===== src/rtl/refclk_pkg.sv =====
package refclk_pkg;
  localparam int DIV_W = 7;

  typedef struct packed {
    logic             run;
    logic [DIV_W-1:0] divVal;
  } refCtrl_t;
endpackage


===== src/rtl/refclk_ctrl.sv =====
module refclk_ctrl
  import refclk_pkg::*;
#(
  parameter int CFG_WIDTH = 32
) (
  input  logic                 clk,
  input  logic                 rstN,
  input  logic                 cfgWrEn,
  input  logic [CFG_WIDTH-1:0] cfgWrData,
  output refCtrl_t             ctrl
);
  localparam int EN_BIT = DIV_W;

  logic             cfgEn;
  logic [DIV_W-1:0] cfgDiv;
  logic             unusedRsvd;

  // upper bits are reserved and intentionally dropped
  assign unusedRsvd = ^cfgWrData[CFG_WIDTH-1:EN_BIT+1];

  always_ff @(posedge clk) begin
    if (!rstN) begin
      cfgEn  <= 1'b0;
      cfgDiv <= '0;
    end else if (cfgWrEn) begin
      cfgEn  <= cfgWrData[EN_BIT];
      cfgDiv <= cfgWrData[DIV_W-1:0];
    end
  end

  assign ctrl.run    = cfgEn;
  assign ctrl.divVal = cfgDiv;

  // a disabling write releases the pin on the next cycle
  assert_disable_now_R6: assert property (@(posedge clk) disable iff (!rstN)
    (cfgWrEn && !cfgWrData[EN_BIT]) |=> !ctrl.run);
endmodule


===== src/rtl/refclk_datapath.sv =====
module refclk_datapath
  import refclk_pkg::*;
#(
  parameter int IO_WIDTH = 16,
  parameter int REF_PIN  = 0
) (
  input  logic                clk,
  input  logic                rstN,
  input  refCtrl_t            ctrl,
  input  logic [IO_WIDTH-1:0] gpioOut,
  input  logic [IO_WIDTH-1:0] gpioOe,
  output logic [IO_WIDTH-1:0] padOut,
  output logic [IO_WIDTH-1:0] padOe
);
  logic [DIV_W-1:0] activeDiv;
  logic [DIV_W-1:0] cnt;
  logic [DIV_W-1:0] curDiv;
  logic [DIV_W-1:0] effDiv;
  logic             clkQ;
  logic             startedQ;
  logic             halfDone;

  // first running cycle uses the freshly written divisor
  assign curDiv   = startedQ ? activeDiv : ctrl.divVal;
  assign effDiv   = (curDiv == '0) ? DIV_W'(1) : curDiv;
  assign halfDone = (cnt == effDiv - DIV_W'(1));

  always_ff @(posedge clk) begin
    if (!rstN) begin
      clkQ      <= 1'b0;
      cnt       <= '0;
      startedQ  <= 1'b0;
      activeDiv <= '0;
    end else if (!ctrl.run) begin
      clkQ     <= 1'b0;
      cnt      <= '0;
      startedQ <= 1'b0;
    end else begin
      startedQ <= 1'b1;
      if (halfDone || !startedQ) activeDiv <= ctrl.divVal;
      if (halfDone) begin
        clkQ <= ~clkQ;
        cnt  <= '0;
      end else begin
        cnt <= cnt + DIV_W'(1);
      end
    end
  end

  always_comb begin
    padOut = gpioOut;
    padOe  = gpioOe;
    if (ctrl.run) begin
      padOut[REF_PIN] = clkQ;
      padOe[REF_PIN]  = 1'b1;
    end
  end

  // divided clock held low while the side is off
  assert_idle_low_R6: assert property (@(posedge clk) disable iff (!rstN)
    !ctrl.run |=> !clkQ);

  // the active divisor only changes on an output edge
  assert_no_runt_R8: assert property (@(posedge clk) disable iff (!rstN)
    (startedQ && $past(startedQ) && activeDiv != $past(activeDiv)) |-> clkQ != $past(clkQ));

  // counter never runs past the half-period
  assert_cnt_bound_R3: assert property (@(posedge clk) disable iff (!rstN)
    startedQ |-> (cnt < ((activeDiv == '0) ? DIV_W'(1) : activeDiv)));

  // pin is driven whenever the clock owns it
  assert_oe_forced_R5: assert property (@(posedge clk) disable iff (!rstN)
    ctrl.run |-> padOe[REF_PIN]);
endmodule


===== src/rtl/refclk_pin_share.sv =====
module refclk_pin_share
  import refclk_pkg::*;
#(
  parameter int NUM_SIDES = 2,
  parameter int IO_WIDTH  = 16,
  parameter int CFG_WIDTH = 32,
  parameter int REF_PIN   = 0
) (
  input  logic                          clk,
  input  logic                          rstN,
  input  logic [NUM_SIDES-1:0]          cfgWrEn,
  input  logic [CFG_WIDTH-1:0]          cfgWrData,
  input  logic [NUM_SIDES*IO_WIDTH-1:0] gpioOut,
  input  logic [NUM_SIDES*IO_WIDTH-1:0] gpioOe,
  output logic [NUM_SIDES*IO_WIDTH-1:0] padOut,
  output logic [NUM_SIDES*IO_WIDTH-1:0] padOe
);
  for (genvar s = 0; s < NUM_SIDES; s++) begin : gSide
    refCtrl_t sideCtrl;

    refclk_ctrl #(.CFG_WIDTH(CFG_WIDTH)) uCtrl (
      .clk      (clk),
      .rstN     (rstN),
      .cfgWrEn  (cfgWrEn[s]),
      .cfgWrData(cfgWrData),
      .ctrl     (sideCtrl)
    );

    refclk_datapath #(.IO_WIDTH(IO_WIDTH), .REF_PIN(REF_PIN)) uDp (
      .clk    (clk),
      .rstN   (rstN),
      .ctrl   (sideCtrl),
      .gpioOut(gpioOut[s*IO_WIDTH +: IO_WIDTH]),
      .gpioOe (gpioOe[s*IO_WIDTH +: IO_WIDTH]),
      .padOut (padOut[s*IO_WIDTH +: IO_WIDTH]),
      .padOe  (padOe[s*IO_WIDTH +: IO_WIDTH])
    );
  end
endmodule


===== config.mk =====
export PLATFORM = sky130hd
export DESIGN_NAME = refclk_pin_share
export DESIGN_NICKNAME = d
export VERILOG_FILES = /design/src/rtl/refclk_pkg.sv /design/src/rtl/refclk_ctrl.sv /design/src/rtl/refclk_datapath.sv /design/src/rtl/refclk_pin_share.sv
export SDC_FILE = /design/constraint.sdc
export NUM_CORES = 1
export LEC_CHECK = 0
export BUFFER_PORTS_ARGS = -buffer_cell sky130_fd_sc_hd__buf_2
export CORE_UTILIZATION = 30
export CTS_CLUSTER_DIAMETER = 100
export DETAILED_ROUTE_END_ITERATION = 10
export GPL_TIMING_DRIVEN = 0
export HOLD_SLACK_MARGIN = 0.12
export PLACE_DENSITY_LB_ADDON = 0.15
export SYNTH_ARGS = -nofsm -noshare
export SYNTH_HDL_FRONTEND = slang
export SYNTH_SLANG_ARGS = --single-unit

===== constraint.sdc =====
create_clock -name clk -period 2.4 [get_ports clk]
set_input_delay 0.36 -clock clk [delete_from_list [all_inputs] [get_ports clk]]
set_output_delay 0.36 -clock clk [all_outputs]
set_load 0.005 [all_outputs]

==> flow_summary.toml <==
[status]
status = "complete, but fails checks"
failed_checks = "setup timing"

[detailed_routing]
vias = 2451
vias_per_cell = 4.28
antenna_left = 0
first_pass_iters = 4
post_drt_wl_per_cell_um = 11.7
route.detailed.drc = 0
wirelength_um = 6680
drtIter0Drc = 41

[worst_setup_path]
critPathMaxFanout = 7
timing.rr.start = "gSide[1].uCtrl.cfgDiv[1]$_SDFFE_PN0P_"
worst-r2r-setup-slack_ns = -0.27
r2r_end = "gSide[1].uDp.activeDiv[1]$_SDFFE_PN0P_"
worstPathRequired_ns = 2.63
crit_arrival_ns = 2.90
crit_type = "reg -> reg"
start_kind = "register"
crit_path_end_kind = "register"
rr_worst_depth = 11

[yosys]
ys_warn_count = 0
syn_inst = 336
async_flop_share_pct = 0
yosysTopAreaCellShare_pct = 31.9
ys_seq_elements = 48
yosysSeqAreaShare_pct = 31.9
synth_area_leaders = "dfxtp_1 32%, buf_4 15%, mux2i_1 15%"
synth_area_mm2 = 0.00301
ys.flop_type = "dfxtp_1"
yosysTopAreaCell = "dfxtp_1"
synth.distinct_cells = 39
avgSynthCellArea_um2 = 8.96
syn-num-nets = 440
synth_edf_count = 0

[clock_network]
clk_latency_ns = 0.31
cts_root_buffer = "clkbuf_8"
numCtsBuffers = 5
cts_sinks = 48
clock_path_buffers = 2
hold_buffers = 0
h-tree-depth = 2
clk_pin_slew_ns = 0.10
cts_tree = "done"

[min_path]
hp-start = "cfgWrData[6]"
min_path_type = "in -> reg"
min_path_cells = 3
hold_path_end = "gSide[1].uCtrl.cfgDiv[6]$_SDFFE_PN0P_"

[sta]
period_share_pct = 111
whs_ns = 0.332
fin_skew_ns = 0.00981
worst_pin_slew_ns = 0.607
post-route-worst-setup-slack_ns = -0.273
fin_crit_ns = 2.67
fmax_mhz = 374
slew_headroom_pct = 59.6
hold_viol_final = 0
rsz0062_at_grt = "true"
slew_violations = 0
setup_violations = 27

[run]
maxCapViolCount = 0

[power_and_ir_drop]
p_comb_share_pct = 25.8
total_power_mw = 1.83
p_per_area_mw_per_mm2 = 458
p_sw_mw = 0.514
irDropWorstVdd_mv = 0.260
p_int_mw = 1.32
switching_share_pct = 28.1
p_clk_share_pct = 27.4
p_leak_nw = 1.75
pwr-share-seq_pct = 46.7

[final_layout]
nFillCells = 988
final_nets = 542
area_growth_pct = 32.9
diodes = 0
regArea_um2 = 973
drive_above_1_share_pct = 47.8
multi_input_area_mm2 = 0.00168

[global_route]
grt_pass1_wl_um = 10100
grt_max_degree = 17
met1_usage_pct = 14.5
grt.busiest_layer = "met2"
antenna_found_initial = 0
grt_pass1_vias = 2132
grt.overflow.total = 0
grt.total_usage_pct = 12.4
gr-usage-met2_pct = 22.7
grt_util_met3_pct = 2.26

[die]
core_mm2 = 0.00973
die_w_um = 102
io_pins = 164
floorplan.initialDensity_pct = 30.9
chipHeight_um = 102
dieArea_mm2 = 0.0104
num_rows = 36

[place]
pre_cts_ws_ns = -0.394
io_buffers = 76
dp_hpwl_um = 5000
gp_congestion = 0.783
-- registers in the layout (all words and copies together) (netlist names) --
name and flops:
gSide.uCtrl.cfgDiv 14, gSide.uDp.activeDiv 14, gSide.uDp.clkQ 2, gSide.uCtrl.cfgEn 2
gSide.uDp.cnt 14, gSide.uDp.startedQ 2
-- how the worst max path moves through the flow --
| stage | from | endpoint | slack [ns] | cells past startpoint |
|---|---|---|---|---|
| 2_1_floorplan | gSide[1].uDp.activeDiv[1]$_SDFFE_PN0P_ | gSide[1].uDp.activeDiv[0]$_SDFFE_PN0P_ | -0.10 | 11 |
| 3_3_place_gp | gSide[1].uCtrl.cfgDiv[4]$_SDFFE_PN0P_ | gSide[1].uDp.activeDiv[5]$_SDFFE_PN0P_ | -0.40 | 11 |
| 3_5_place_dp | gSide[1].uCtrl.cfgDiv[4]$_SDFFE_PN0P_ | gSide[1].uDp.activeDiv[5]$_SDFFE_PN0P_ | -0.39 | 11 |
| 4_1_cts | gSide[1].uCtrl.cfgDiv[1]$_SDFFE_PN0P_ | gSide[1].uDp.activeDiv[1]$_SDFFE_PN0P_ | -0.31 | 11 |
| 5_1_grt | gSide[1].uDp.startedQ$_SDFF_PN0_ | gSide[1].uDp.activeDiv[1]$_SDFFE_PN0P_ | -0.40 | 12 |
| 6_report | gSide[1].uCtrl.cfgDiv[1]$_SDFFE_PN0P_ | gSide[1].uDp.activeDiv[1]$_SDFFE_PN0P_ | -0.27 | 11 |
-- critical path, stage by stage, from the launching register on --
cell,delay (ns)
dfxtp_2,0.34
or4_4,0.54
o2bb2a_4,0.22
nor2_2,0.05
ha_4,0.16
xnor2_2,0.12
xnor2_1,0.15
nand4_1,0.16
nor4b_4,0.36
o21a_1,0.17
buf_6,0.15
mux2i_1,0.19
-- area by class of cell --
type                       instances  area share [%]
timing repair buffer              95            13.3
sequential                        48            24.3
multi-input combinational        211            42.0
inverter                           4           0.375
tap                              133            4.16
clock inverter                     3           0.563
buffer                            73            13.6
clock buffer                       5            1.72
-- timing repair --
action / CTS / global route
pin swaps: 8 / 12
cloned: 0 / 0
setup endpoints to repair: 30 / 30
buffers inserted: 17 / 2
gates resized for setup: 25 / 19
-- power groups by stage --
stage / Sequential [mW] / Combinational [mW] / Clock [mW]
final: 0.855 / 0.473 / 0.502
after floorplan: 0.859 / 0.309 / 0
after global routing: 0.860 / 0.525 / 0.558
after detailed placement: 0.870 / 0.411 / 0
after CTS: 0.853 / 0.461 / 0.523
after global placement: 0.870 / 0.408 / 0
-- synthesized netlist by cell type (7+ instances only) --
| library cell | count |
|---|---|
| xnor2_1 | 18 |
| dfxtp_1 | 48 |
| nor2b_1 | 16 |
| mux2i_1 | 44 |
| nand2_1 | 28 |
| nor2_1 | 21 |
| clkbuf_1 | 7 |
| buf_4 | 62 |
| xor2_1 | 12 |
| nor3_1 | 7 |
-- stage by stage --
step | TNS, ns | utilization [%] | instances | instance area, um^2
final | -3.17 | 41.1 | 572 | 4000
after global routing | -8.46 | 41.1 | 572 | 4000
after CTS | -3.27 | 40.2 | 570 | 3910
after detailed placement | -8.66 | 37.0 | 545 | 3600
after global placement | -8.93 | 37.0 | 545 | 3600
after floorplan | -0.703 | - | 336 | 3050
-- metal layers --
layer  part of all wire [%]  up-vias
met1                     43     1105
met4                    1.1        0
met2                     52       60
met3                    3.6        8
met5                      0        -
li1                       -     1278
-- layout by cell type, fill, tap and decap left out, types with 4 or more instances in the layout --
cell type	Yosys	final
nand2_1	28	28
xor2_1	12	12
xnor2_1	18	17
nor3_1	7	7
dfxtp_2	0	7
nor2_2	0	9
and3_1	5	5
clkbuf_8	0	5
dfxtp_1	48	40
clkbuf_1	7	7
nor2b_1	16	16
nand3_1	4	4
buf_4	62	77
nor2_1	21	11
mux2i_1	44	43
o21ai_0	5	5
buf_6	1	6
and2_1	5	5
o21a_1	5	5
buf_2	3	76
inv_1	4	4
-- cell families (layout without fill, tap and decap cells) --
| family | count (synthesis) | after routing | synth area share [%] |
|---|---|---|---|
| and+or+nand+nor | 110 | 110 | 19.5 |
| buffers and inverters | 77 | 180 | 17.7 |
| DFF | 48 | 48 | 31.9 |
| muxes | 47 | 47 | 15.8 |
| xor gates and xnor gates | 30 | 30 | 8.73 |
| AOI/OAI and AO/OA | 20 | 20 | 4.74 |
| adders and majority gates | 4 | 4 | 1.66 |
(Power assumes the default switching activity.)
